===== src/rtl/vdram_pkg.sv =====
package vdram_pkg;

    typedef enum logic [3:0] {
        ST_IDLE,
        ST_ROW,
        ST_RAS,
        ST_CSET,
        ST_CPUL,
        ST_SCHI,
        ST_SCLO,
        ST_FCAS,
        ST_FRAS,
        ST_FREL
    } cyc_state_e;

    // Encoding equals arbitration rank: 0 wins.
    typedef enum logic [1:0] {
        OP_READ    = 2'd0,
        OP_REFRESH = 2'd1,
        OP_MAIN    = 2'd2,
        OP_SUB     = 2'd3
    } op_kind_e;

    localparam int unsigned NUM_OPS = 4;

endpackage


===== src/rtl/vdram_arbiter.sv =====
module vdram_arbiter #(
    parameter int unsigned N = 4,
    localparam int unsigned IW = (N > 1) ? $clog2(N) : 1
) (
    input  logic [N-1:0]  req,
    output logic          any,
    output logic [IW-1:0] pick
);

    // Scan from lowest rank to highest so the lowest index wins.
    always_comb begin
        any  = |req;
        pick = '0;
        for (int i = N - 1; i >= 0; i--) begin
            if (req[i]) begin
                pick = IW'(i);
            end
        end
    end

endmodule


===== src/rtl/vdram_refresh_timer.sv =====
module vdram_refresh_timer #(
    parameter int unsigned LINES_PER_REF = 4
) (
    input  logic clk,
    input  logic rst_n,
    input  logic line_tick,
    input  logic clr,
    output logic pend
);

    localparam int unsigned CW = (LINES_PER_REF > 1) ? $clog2(LINES_PER_REF) : 1;
    localparam logic [CW-1:0] LAST = CW'(LINES_PER_REF - 1);

    typedef struct packed {
        logic [CW-1:0] cnt;
        logic          pend;
    } tmr_t;

    tmr_t tmr_q, tmr_d;
    logic wrap;

    always_comb begin
        tmr_d = tmr_q;
        wrap  = line_tick && (tmr_q.cnt == LAST);
        if (line_tick) begin
            tmr_d.cnt = wrap ? '0 : tmr_q.cnt + 1'b1;
        end
        tmr_d.pend = (tmr_q.pend && !clr) || wrap;
    end

    always_ff @(posedge clk or negedge rst_n) begin
        if (!rst_n) begin
            tmr_q <= '0;
        end else begin
            tmr_q <= tmr_d;
        end
    end

    assign pend = tmr_q.pend;

    // a pending refresh is only dropped by being served
    p_pend_hold_r7: assert property (@(posedge clk) disable iff (!rst_n)
        (pend && !clr) |=> pend);

endmodule


===== src/rtl/vdram_serial_capture.sv =====
module vdram_serial_capture #(
    parameter int unsigned DATA_W = 8
) (
    input  logic              clk,
    input  logic              rst_n,
    input  logic              sc,
    input  logic [DATA_W-1:0] din,
    output logic [DATA_W-1:0] ser_data,
    output logic              ser_valid
);

    typedef struct packed {
        logic [DATA_W-1:0] data;
        logic              valid;
    } cap_t;

    cap_t cap_q, cap_d;

    always_comb begin
        cap_d       = cap_q;
        cap_d.valid = sc;
        if (sc) begin
            cap_d.data = din;
        end
    end

    always_ff @(posedge clk or negedge rst_n) begin
        if (!rst_n) begin
            cap_q <= '0;
        end else begin
            cap_q <= cap_d;
        end
    end

    assign ser_data  = cap_q.data;
    assign ser_valid = cap_q.valid;

    // a captured byte is only reported after a high shift clock
    p_valid_after_sc_r6: assert property (@(posedge clk) disable iff (!rst_n)
        ser_valid |-> $past(sc));

endmodule


===== src/rtl/vdram_seq.sv =====
module vdram_seq
    import vdram_pkg::*;
#(
    parameter int unsigned ADDR_W        = 9,
    parameter int unsigned DATA_W        = 8,
    parameter int unsigned BURST_LEN     = 4,
    parameter int unsigned SHIFT_LEN     = 4,
    parameter int unsigned IDLE_MIN      = 4,
    parameter int unsigned LINES_PER_REF = 4
) (
    input  logic                          clk,
    input  logic                          rst_n,
    input  logic                          line_tick,
    input  logic                          main_req,
    input  logic [ADDR_W-1:0]             main_row,
    input  logic [ADDR_W-1:0]             main_col,
    input  logic [BURST_LEN*DATA_W-1:0]   main_wdata,
    output logic                          main_ack,
    input  logic                          sub_req,
    input  logic [ADDR_W-1:0]             sub_row,
    input  logic [ADDR_W-1:0]             sub_col,
    input  logic [BURST_LEN*DATA_W-1:0]   sub_wdata,
    output logic                          sub_ack,
    input  logic                          rd_req,
    input  logic [ADDR_W-1:0]             rd_row,
    input  logic [ADDR_W-1:0]             rd_col,
    output logic                          rd_ack,
    output logic [ADDR_W-1:0]             mem_addr,
    output logic                          mem_ras_n,
    output logic                          mem_cas_n,
    output logic                          mem_we_n,
    output logic                          mem_dt_n,
    output logic                          mem_sc,
    output logic [DATA_W-1:0]             mem_dout,
    input  logic [DATA_W-1:0]             mem_din,
    output logic [DATA_W-1:0]             ser_data,
    output logic                          ser_valid
);

    localparam int unsigned WD_W = BURST_LEN * DATA_W;
    localparam int unsigned MAXB = (BURST_LEN > SHIFT_LEN) ? BURST_LEN : SHIFT_LEN;
    localparam int unsigned BW   = (MAXB > 1) ? $clog2(MAXB) : 1;
    localparam int unsigned ICW  = $clog2(IDLE_MIN + 1);
    localparam int unsigned OIW  = $clog2(NUM_OPS);
    localparam logic [BW-1:0]  LAST_WR   = BW'(BURST_LEN - 1);
    localparam logic [BW-1:0]  LAST_SH   = BW'(SHIFT_LEN - 1);
    localparam logic [ICW-1:0] IDLE_LAST = ICW'(IDLE_MIN - 1);

    typedef struct packed {
        cyc_state_e        st;
        op_kind_e          op;
        logic [ICW-1:0]    idle_cnt;
        logic [BW-1:0]     beat;
        logic [ADDR_W-1:0] row;
        logic [ADDR_W-1:0] col;
        logic [WD_W-1:0]   wdata;
    } seq_t;

    seq_t seq_q, seq_d;

    logic           ref_pend;
    logic           ref_clr;
    logic           gnt_any;
    logic [OIW-1:0] gnt_idx;
    op_kind_e       gnt_op;
    logic           wr_op;

    vdram_refresh_timer #(
        .LINES_PER_REF(LINES_PER_REF)
    ) u_ref (
        .clk      (clk),
        .rst_n    (rst_n),
        .line_tick(line_tick),
        .clr      (ref_clr),
        .pend     (ref_pend)
    );

    vdram_arbiter #(
        .N(NUM_OPS)
    ) u_arb (
        .req ({sub_req, main_req, ref_pend, rd_req}),
        .any (gnt_any),
        .pick(gnt_idx)
    );

    assign gnt_op = op_kind_e'(gnt_idx);

    // Next-state logic
    always_comb begin
        seq_d   = seq_q;
        ref_clr = 1'b0;
        unique case (seq_q.st)
            ST_IDLE: begin
                if (seq_q.idle_cnt != IDLE_LAST) begin
                    seq_d.idle_cnt = seq_q.idle_cnt + 1'b1;
                end
                if ((seq_q.idle_cnt == IDLE_LAST) && gnt_any) begin
                    seq_d.idle_cnt = '0;
                    seq_d.beat     = '0;
                    seq_d.op       = gnt_op;
                    seq_d.wdata    = (gnt_op == OP_SUB) ? sub_wdata : main_wdata;
                    seq_d.st       = (gnt_op == OP_REFRESH) ? ST_FCAS : ST_ROW;
                    unique case (gnt_op)
                        OP_READ: begin
                            seq_d.row = rd_row;
                            seq_d.col = rd_col;
                        end
                        OP_MAIN: begin
                            seq_d.row = main_row;
                            seq_d.col = main_col;
                        end
                        OP_SUB: begin
                            seq_d.row = sub_row;
                            seq_d.col = sub_col;
                        end
                        default: begin
                            seq_d.row = '0;
                            seq_d.col = '0;
                            ref_clr   = 1'b1;
                        end
                    endcase
                end
            end
            ST_ROW:  seq_d.st = ST_RAS;
            ST_RAS:  seq_d.st = ST_CSET;
            ST_CSET: seq_d.st = ST_CPUL;
            ST_CPUL: begin
                if (seq_q.op == OP_READ) begin
                    seq_d.st   = ST_SCHI;
                    seq_d.beat = '0;
                end else if (seq_q.beat == LAST_WR) begin
                    seq_d.st = ST_IDLE;
                end else begin
                    seq_d.st   = ST_CSET;
                    seq_d.beat = seq_q.beat + 1'b1;
                end
            end
            ST_SCHI: seq_d.st = ST_SCLO;
            ST_SCLO: begin
                if (seq_q.beat == LAST_SH) begin
                    seq_d.st = ST_IDLE;
                end else begin
                    seq_d.st   = ST_SCHI;
                    seq_d.beat = seq_q.beat + 1'b1;
                end
            end
            ST_FCAS: seq_d.st = ST_FRAS;
            ST_FRAS: seq_d.st = ST_FREL;
            ST_FREL: seq_d.st = ST_IDLE;
            default: seq_d.st = ST_IDLE;
        endcase
    end

    always_ff @(posedge clk or negedge rst_n) begin
        if (!rst_n) begin
            seq_q <= '0;
        end else begin
            seq_q <= seq_d;
        end
    end

    // Pin decode from the registered state
    always_comb begin
        wr_op     = (seq_q.op == OP_MAIN) || (seq_q.op == OP_SUB);
        mem_addr  = '0;
        mem_dout  = '0;
        mem_ras_n = 1'b1;
        mem_cas_n = 1'b1;
        mem_we_n  = 1'b1;
        mem_dt_n  = 1'b1;
        mem_sc    = 1'b0;
        main_ack  = 1'b0;
        sub_ack   = 1'b0;
        rd_ack    = 1'b0;
        unique case (seq_q.st)
            ST_ROW: mem_addr = seq_q.row;
            ST_RAS: begin
                mem_addr  = seq_q.row;
                mem_ras_n = 1'b0;
            end
            ST_CSET, ST_CPUL: begin
                mem_addr  = seq_q.col + ADDR_W'(seq_q.beat);
                mem_ras_n = 1'b0;
                mem_cas_n = (seq_q.st != ST_CPUL);
                if (wr_op) begin
                    mem_we_n = 1'b0;
                    mem_dout = seq_q.wdata[int'(seq_q.beat)*DATA_W +: DATA_W];
                    if ((seq_q.st == ST_CPUL) && (seq_q.beat == LAST_WR)) begin
                        main_ack = (seq_q.op == OP_MAIN);
                        sub_ack  = (seq_q.op == OP_SUB);
                    end
                end else begin
                    mem_dt_n = 1'b0;
                end
            end
            ST_SCHI: mem_sc = 1'b1;
            ST_SCLO: rd_ack = (seq_q.beat == LAST_SH);
            ST_FCAS: mem_cas_n = 1'b0;
            ST_FRAS: begin
                mem_cas_n = 1'b0;
                mem_ras_n = 1'b0;
            end
            ST_FREL: mem_ras_n = 1'b0;
            default: ;
        endcase
    end

    vdram_serial_capture #(
        .DATA_W(DATA_W)
    ) u_cap (
        .clk      (clk),
        .rst_n    (rst_n),
        .sc       (mem_sc),
        .din      (mem_din),
        .ser_data (ser_data),
        .ser_valid(ser_valid)
    );

    // Checker state: run of clocks with neither RAS nor CAS low
    logic [ICW-1:0] quiet_q;
    logic           strobe_act;
    assign strobe_act = !mem_ras_n || !mem_cas_n;

    always_ff @(posedge clk or negedge rst_n) begin
        if (!rst_n) begin
            quiet_q <= '0;
        end else if (strobe_act) begin
            quiet_q <= '0;
        end else if (quiet_q != ICW'(IDLE_MIN)) begin
            quiet_q <= quiet_q + 1'b1;
        end
    end

    p_quiet_gap_r2: assert property (@(posedge clk) disable iff (!rst_n)
        (strobe_act && quiet_q != '0) |-> (quiet_q >= ICW'(IDLE_MIN)));

    p_read_first_r3: assert property (@(posedge clk) disable iff (!rst_n)
        (seq_q.st == ST_IDLE && seq_q.idle_cnt == IDLE_LAST && rd_req)
        |=> (seq_q.op == OP_READ && seq_q.st == ST_ROW));

    p_cas_single_r4: assert property (@(posedge clk) disable iff (!rst_n)
        (!mem_cas_n && !mem_we_n) |=> mem_cas_n);

    p_row_held_r4: assert property (@(posedge clk) disable iff (!rst_n)
        ($fell(mem_ras_n) && mem_cas_n) |-> $stable(mem_addr));

    p_dt_not_write_r5: assert property (@(posedge clk) disable iff (!rst_n)
        !mem_dt_n |-> mem_we_n);

    p_sc_quiet_r6: assert property (@(posedge clk) disable iff (!rst_n)
        mem_sc |-> (mem_ras_n && mem_cas_n && mem_dt_n && mem_we_n));

    p_cbr_order_r7: assert property (@(posedge clk) disable iff (!rst_n)
        ($fell(mem_ras_n) && !mem_cas_n) |-> (!$past(mem_cas_n) && mem_we_n));

    p_ack_onehot_r8: assert property (@(posedge clk) disable iff (!rst_n)
        $onehot0({main_ack, sub_ack, rd_ack}));

    p_ack_pulse_r8: assert property (@(posedge clk) disable iff (!rst_n)
        (main_ack || sub_ack || rd_ack) |=> !(main_ack || sub_ack || rd_ack));

endmodule


===== config.mk =====
export PLATFORM = sky130hd
export DESIGN_NAME = vdram_seq
export DESIGN_NICKNAME = d
export VERILOG_FILES = /design/src/rtl/vdram_pkg.sv /design/src/rtl/vdram_arbiter.sv /design/src/rtl/vdram_refresh_timer.sv /design/src/rtl/vdram_serial_capture.sv /design/src/rtl/vdram_seq.sv
export SDC_FILE = /design/constraint.sdc
export NUM_CORES = 1
export LEC_CHECK = 0
export BUFFER_PORTS_ARGS = -buffer_cell sky130_fd_sc_hd__buf_2
export CORE_MARGIN = 3
export CORE_UTILIZATION = 33
export DETAILED_ROUTE_END_ITERATION = 7
export PLACE_DENSITY_LB_ADDON = 0.05
export SKIP_LAST_GASP = 1
export SYNTH_ARGS = -nofsm -noshare
export SYNTH_HDL_FRONTEND = slang
export SYNTH_SLANG_ARGS = --single-unit

===== constraint.sdc =====
create_clock -name clk -period 3.3 [get_ports clk]
set_clock_uncertainty 0.1 [all_clocks]
set_input_delay 0.33 -clock clk [delete_from_list [all_inputs] [get_ports clk]]
set_output_delay 0.33 -clock clk [all_outputs]
set_load 0.02 [all_outputs]

**Word level (Yosys, flattened, before mapping)**

Cells that the tools add are included.

- Add/sub/neg operators: 4
- Equal/unequal tests: 20
- Shifts and indexed selects: 1
- Muxes and demuxes: 37
- Reduce and logical (&&, ||, !) cells: 21

Operators by type and width:

| kind | count |
|---|---|
| two-way mux 61 bit | 1 |
| case mux 18 bit (3 select lines) | 1 |
| case mux 4 bit (9 select lines) | 1 |
| two-way mux 32 bit | 1 |
| indexed part select 32 x 6 -> 8 bit | 1 |
| case mux 9 bit (2 select lines) | 1 |
| == test 4 x 3 -> 1 bit, second input constant | 4 |
| two-way mux 1 bit | 16 |
| two-way mux 2 bit | 8 |
| two-way mux 8 bit | 2 |
| == test 2 bit, second input constant | 6 |
| adder 9 x 2 -> 9 bit | 1 |
| two-way mux 3 bit | 3 |
| == test 4 x 2 -> 1 bit, second input constant | 2 |
| == test 4 bit, second input constant | 2 |
| case mux 2 bit (3 select lines) | 1 |
| AND reduction 2 bit | 3 |
| OR reduction 2 bit | 3 |
| OR reduction 5 bit | 1 |
| adder 2 x 1 -> 2 bit, second input constant | 2 |
| == test 4 x 1 -> 1 bit, second input constant | 1 |
| logical AND 1 bit | 4 |
| logical NOT 2 bit | 2 |
| logical NOT 4 bit | 1 |
| 14 further kinds | 15 |

- Flip-flop bits (word level): 73
- Input bits: 132
- Output and inout bits: 34
- Logic and storage cells: 94

**Depth between registers and ports, before layout**

Gate-level depths: netlist of run 1.

- Depth after elaboration: 12
- Mapped depth: 7
- Depth with buffers taken out: 6

**Hierarchy**

From an unflattened synthesis of run 1, not the netlist that was laid out.

- Cells, all modules: 400
- Area total of the unflattened synthesis: 4210.3 µm²

Modules (own cells, without submodules):

| module | times used | cells an instance | area an instance (µm²) | sequential area each (µm²) |
|---|---|---|---|---|
| vdram_seq | 1 | 365 | 3692.3 | 1526.5 |
| vdram_serial_capture | 1 | 18 | 356.6 | 225.2 |
| vdram_refresh_timer | 1 | 10 | 126.4 | 75.1 |
| vdram_arbiter | 1 | 7 | 35.0 | 0.0 |

**Worst setup path before layout of run 1**

OpenSTA, ideal clock, no wires.

- Path kind: register to output
- From: reg seq_q[50] (netlist bit)
- To: out mem_addr[6]
- Data arrival time: 1.825 ns
- Required time: 2.870 ns
- Path slack: 1.045 ns
- Stages on the path, launching flop included: 7
- Buffers on the path: 0
- Path through: dfrtp_1 -> ha_1 -> fa_1 -> and3_1 -> nand3_1 -> xor2_1 -> o21ai_0

- Longest elaborated chain between the ends: 2

Ends and longest elaborated chain:

| element | RTL line | source |
|---|---|---|
| start, declared | vdram_seq.sv:59 | `seq_t seq_q, seq_d;` |
| start signal, assigned | vdram_seq.sv:158 | `seq_q <= seq_d;` |
| adder 9 x 2 -> 9 bit | vdram_seq.sv:182 | `mem_addr = seq_q.col + ADDR_W'(seq_q.beat);` |
| case mux 9 bit (2 select lines) | vdram_seq.sv:175 | `unique case (seq_q.st)` |
| end, declared | vdram_seq.sv:28 | `output logic [ADDR_W-1:0] mem_addr,` |

Every way passes these cells.

**Worst setup path in the final report of run 1**

- From: reg seq_q[50] (netlist bit)
- To: out mem_addr[8]

Same word-level chain as after synthesis.

==> results.yml, run 1 <==
run_status:
  status: "completed"
sta:
  fin_tns_setup_ns: 0
  slew_viol_final: 0
  post-route-period-util_pct: 80.73
  worst_pin_slew_ns: 1.141
  rsz0062_at_grt: "false"
  maxSlewHeadroom_pct: 23.51
  layout_min_cycle_time_ns: 2.664
  hold_violations: 0
  fmax_ghz: 0.3753
  setup_ws_ns: 0.6358
  finalSetupViolations: 0
route:
  wl_per_cell_um: 16.10
  ant_nets: 0
  firstDrtPassIters: 8
  drtIter0Drc: 200
  drt-vias-per-instance: 5.109
  num_vias: 3566
  route.detailed.drc: 0
  drt_wl_total_um: 11240
logic_synthesis:
  synth_edf_count: 0
  synth_warnings: 0
  async_flop_share_pct: 100.0
  synth_top_area_share_pct: 45.34
  synth_cell_types: 46
  yosysMostFrequentCell: "dfrtp_1"
  synth_area_um2: 4029
  yosys.area.top_type: "dfrtp_1"
  synth_seq_area_share_pct: 45.34
  synth_nets: 535
  synthCells: 398
  synth_common_cells: "dfrtp_1, nand2_1, o21ai_0, mux2i_1, a222oi_1"
  syn_area_per_cell_um2: 10.12
  synthFlopType: "dfrtp_1"
  synth_seq_cells: 73
  synth_area_leaders: "dfrtp_1, mux2i_1, o21ai_0, nand2_1, a222oi_1"
place:
  pre_cts_ws_ns: 0.9645
  port_buffers: 165
  dp_hpwl_um: 8314
  finalWeightedCongestion: 0.8235
global_route:
  grt_pass1_wl_um: 17880
  grt_max_degree: 87
  grtUsageTotal_pct: 17.03
  grt_pass1_vias: 3549
  antenna_found_initial: 0
  globalRoute.totalOverflow: 0
run:
  drv_cap: 0
floorplanning:
  die_x_um: 116.5
  ioPinCount: 166
  rows: 39
  dieArea_um2: 13570
  chipHeight_um: 116.5
  initial_utilization_pct: 34.55
  fp.coreArea_um2: 11660
clocking:
  ctsHoldBuffers: 0
  clock_latency_ns: 0.33
  clockRootBuffer: "clkbuf_16"
  cts_buffer_depth: 2
  cts-resized-gates: 0
  cts_made_buffers: 9
  cts_setup_buffers: 0
  path_clk_slew_ns: 0.06
  cts_tree: "done"
  h-tree-depth: 3
  numClockSinks: 73
power_and_ir_drop:
  power_leakage_nw: 2.490
  power.total_mw: 4.239
  ir_drop_uv: 340.3
  power_density_nw_per_um2: 812.1
setup_path:
  cp-start-kind: "register"
  crit_type: "register to primary output"
  crit_required_ns: 2.87
  crit_fanout: 13
  critPathCaptureType: "primary output"
  crit_arrival_ns: 2.23
cells_and_area:
  syn2layout_area_growth_pct: 29.57
  antenna_cells: 0
  fin_nets: 687
  drive_gt1_share_pct: 38.20
  fillers: 1155
min_path:
  hold_class: "primary input to async pin"
==> per-layer routing <==
metal / part of all wire [%] / GRT usage (%) / routed length, um / vias up
met4: 1.1 / 4.331 / 121 / 0
li1: - / - / - / 1768
met5: 0 / 0 / 0 / -
met3: 7.0 / 5.285 / 792 / 10
met1: 45 / 24.14 / 5107 / 1664
met2: 46 / 25.44 / 5220 / 124
==> sequential cells by signal (all words and copies together) (netlist names) <==
signal           cells
u_cap.ser_valid      1
u_ref.pend           1
seq_q               61
u_cap.ser_data       8
u_ref.tmr_q          2
==> layout make-up <==
| type | count | area, um^2 | area share [%] |
|---|---|---|---|
| Multi-Input combinational cell | 291 | 2027 | 38.83 |
| Sequential cell | 73 | 1827 | 35.00 |
| Timing Repair Buffer | 170 | 878.3 | 16.83 |
| Clock buffer | 13 | 250.2 | 4.794 |
| Tap cell | 143 | 178.9 | 3.428 |
| Clock inverter | 3 | 40.04 | 0.7670 |
| Inverter | 5 | 18.77 | 0.3595 |
==> path summary, 6_finish.rpt <==
check	startpoint	to	slack, ns	depth (start not counted)
max	seq_q[50]$_DFFE_PN0P_	mem_addr[8]	0.64	8
min	rst_n	seq_q[1]$_DFFE_PN0P_	0.04	1
max reg2reg	seq_q[58]$_DFFE_PN0P_	seq_q[55]$_DFFE_PN0P_	1.08	5
min reg2reg	seq_q[16]$_DFFE_PN0P_	seq_q[16]$_DFFE_PN0P_	0.38	2
max in group asynchronous	rst_n	seq_q[39]$_DFFE_PN0P_	2.45	1
min in group clk	mem_din[5]	u_cap.ser_data[5]$_DFFE_PN0P_	0.13	2
==> report_power, final <==
part | internal [mW] | leakage, nW | switching [mW]
clock network | 0.604 | 0.144 | 0.356
logic | 0.724 | 1.44 | 0.906
registers | 1.30 | 0.905 | 0.353
total | 2.62 | 2.49 | 1.61
==> layout by cell type, fill, tap and decap left out, types with 2 or more instances in the layout <==
cell type | synthesis | final
a222oi_1 | 18 | 18
clkinv_2 | 0 | 2
buf_2 | 8 | 164
a22o_1 | 2 | 2
mux4_2 | 8 | 8
mux2_2 | 11 | 11
nor4_1 | 3 | 3
xnor2_1 | 3 | 3
a31oi_1 | 3 | 3
nand4_1 | 2 | 2
nor2_1 | 12 | 12
inv_1 | 5 | 5
mux2i_1 | 32 | 32
nor3_1 | 2 | 2
ha_1 | 4 | 4
a21o_1 | 2 | 2
nand2b_1 | 5 | 5
and3_1 | 10 | 10
dfrtp_1 | 73 | 73
nor2b_1 | 2 | 2
clkbuf_16 | 0 | 9
clkbuf_1 | 12 | 3
xor2_1 | 5 | 5
o21ai_0 | 55 | 55
or3_1 | 2 | 2
or2_2 | 2 | 2
nand3_1 | 6 | 5
nand2_1 | 67 | 67
nor3_2 | 3 | 3
o21ai_1 | 11 | 11
a21oi_1 | 6 | 6
buf_4 | 1 | 5
==> cells by family after synthesis <==
logic type	count (synthesis)	synth area share, %
compound gates	105	16.37
xor+xnor	8	1.739
fa+ha+maj	5	1.739
buf+inv	34	4.814
flops	73	45.34
mux	51	15.50
simple gates	122	14.50
==> stage by stage <==
stage                     hold slack (ns)  std cells  instance area, um^2  util, %
final                             0.03713        698                 5220    44.76
after global routing               0.1141        698                 5220    44.76
after detailed placement           0.3732        682                 4930    42.27
after floorplan                  -0.06559        398                 4029        -
after global placement             0.3594        682                 4930    42.27
after CTS                         0.08217        698                 5220    44.76
==> worst max-delay path, cell delays in order (launching register included) <==
cell     delay (ns)
dfrtp_1        0.35
buf_4          0.20
ha_1           0.23
fa_1           0.40
and3_1         0.21
nand3_1        0.11
xor2_1         0.14
o21ai_0        0.08
buf_2          0.18
(Power assumes the default switching activity.)
==> inputs of run 2 (changes only) <==
==> constraint.sdc (replaced) <==
create_clock -name clk -period 2.3 [get_ports clk]
set_clock_uncertainty 0.1 [all_clocks]
set_input_delay 0.23 -clock clk [delete_from_list [all_inputs] [get_ports clk]]
set_output_delay 0.23 -clock clk [all_outputs]
set_load 0.02 [all_outputs]
==> results.yml, run 2 (synthesis results as in run 1) <==
clocking:
  path_clk_slew_ns: 0.06
  clockRootBuffer: "clkbuf_16"
  cts_tree: "done"
  cts_made_buffers: 9
  numClockSinks: 73
  cts_buffer_depth: 2
  clock_latency_ns: 0.32
  h-tree-depth: 3
global_route:
  globalRoute.totalOverflow: 0
  grt_pass1_wl_um: 18060
  grtUsageTotal_pct: 17.35
  grt_max_degree: 49
  grt_pass1_vias: 3500
  antenna_found_initial: 0
route:
  wl_met2_um: 5393
  ant_nets: 0
  drt-met1-wl_um: 5346
  wl_per_cell_um: 16.20
  drt-vias-per-instance: 5.103
  firstDrtPassIters: 8
  route.detailed.drc: 7
  drt_wl_total_um: 11580
  num_vias: 3649
  drtIter0Drc: 226
  dr.max_layer_used: "met4"
  route.met3.wl_um: 732
sta:
  layout_min_cycle_time_ns: 2.236
  fin_tns_setup_ns: 0
  worst_pin_slew_ns: 1.113
  post-route-period-util_pct: 97.20
  setup_ws_ns: 0.06446
  finalSetupViolations: 0
  hold_violations: 0
  fmax_ghz: 0.4473
  rsz0062_at_grt: "true"
  slew_viol_final: 0
  maxSlewHeadroom_pct: 25.41
power_and_ir_drop:
  power_leakage_nw: 2.592
  ir_drop_uv: 667.4
  power_density_nw_per_um2: 1192
cells_and_area:
  final_cell_mix: "buf_2, dfrtp_1, nand2_1"
  fin_util_pct: 47.00
  layout_commonest_cell: "buf_2"
  fin_nets: 704
  drive_gt1_share_pct: 42.31
  syn2layout_area_growth_pct: 36.06
  top_register: "seq_q"
  largest_reg_flops: 61
  antenna_cells: 0
  fillers: 1140
  stdcell_area_um2: 5482
run_status:
  violations: "design-rule violations"
  status: "finished with violations"
setup_path:
  cp-start-kind: "register"
  crit_arrival_ns: 1.91
  crit_required_ns: 1.97
  crit_fanout: 3
  critPathCaptureType: "primary output"
  crit_type: "register to primary output"
floorplanning:
  ioPinCount: 166
  fp.coreArea_um2: 11660
  initial_utilization_pct: 34.55
  rows: 39
  chipHeight_um: 116.5
  dieArea_um2: 13570
  die_x_um: 116.5
place:
  dpl_cell_area_um2: 5045
  dp_hpwl_um: 8482
  pre_cts_ws_ns: 0.1386
  finalWeightedCongestion: 0.8343
  port_buffers: 165
min_path:
  hold_class: "primary input to register"
run:
  drv_cap: 0
==> run 2: cell count changes in the layout (fill, tap and decap cells not counted), sizes merged <==
cell and change:
bufinv +2, dlygate4sd3 +1, clkinvlp +2, buf +16, clkbuf -4
==> run 2: final timing paths <==
kind | startpoint | end | slack, ns | cells past startpoint
min in group asynchronous | rst_n | seq_q[1]$_DFFE_PN0P_ | 0.37 | 2
min reg2reg | seq_q[20]$_DFFE_PN0P_ | seq_q[20]$_DFFE_PN0P_ | 0.38 | 2
max in group asynchronous | rst_n | seq_q[12]$_DFFE_PN0P_ | 1.14 | 3
max reg2reg | seq_q[57]$_DFFE_PN0P_ | seq_q[36]$_DFFE_PN0P_ | 0.18 | 5
min | mem_din[2] | u_cap.ser_data[2]$_DFFE_PN0P_ | 0.03 | 2
max | seq_q[50]$_DFFE_PN0P_ | mem_addr[8] | 0.06 | 7
==> run 2: metrics by stage <==
stage,power [mW],hold WS [ns],instances
finish,6.535,0.02911,715
global route,7.067,0.01413,715
CTS,6.563,0.01547,712
detailed placement,4.869,0.2060,694
global placement,4.835,0.2034,694
floorplan,3.974,-0.1656,398
==> run 2: per-layer routing <==
metal / up-vias / track usage [%]
li1: 1817 / -
met1: 1706 / 24.30
met2: 116 / 26.93
met3: 10 / 4.508
met4: 0 / 4.331
met5: - / 0
==> run 2: cell type report <==
| class | count | area [um^2] | area share, % |
|---|---|---|---|
| clock buffer | 9 | 225.2 | 4.109 |
| clock inverter | 7 | 118.9 | 2.168 |
| inverter | 5 | 18.77 | 0.3424 |
| multi-input combinational | 291 | 2072 | 37.80 |
| sequential | 73 | 1829 | 33.37 |
| tap | 143 | 178.9 | 3.264 |
| timing repair buffer | 187 | 1039 | 18.95 |
==> run 2: timing repair <==
item,4_1_cts,5_1_grt
setup buffers,1,3
gates resized for setup,10,7
pin swaps,2,2
hold endpoints to repair,47,0
hold buffers,1,0
endpoints found under the setup margin,19,18
==> run 2: power by group <==
group	internal, mW	total [mW]	switching (mW)
logic	1.20	2.64	1.44
clock network	1.06	1.61	0.547
registers	1.86	2.29	0.429
==> run 2: critical path, stage by stage, from the launching register on <==
cell and delay (ns):
dfrtp_1 0.38, ha_2 0.20, fa_2 0.34, and3_4 0.18, nand3_2 0.07, xor2_1 0.14
o21ai_1 0.10, buf_4 0.16
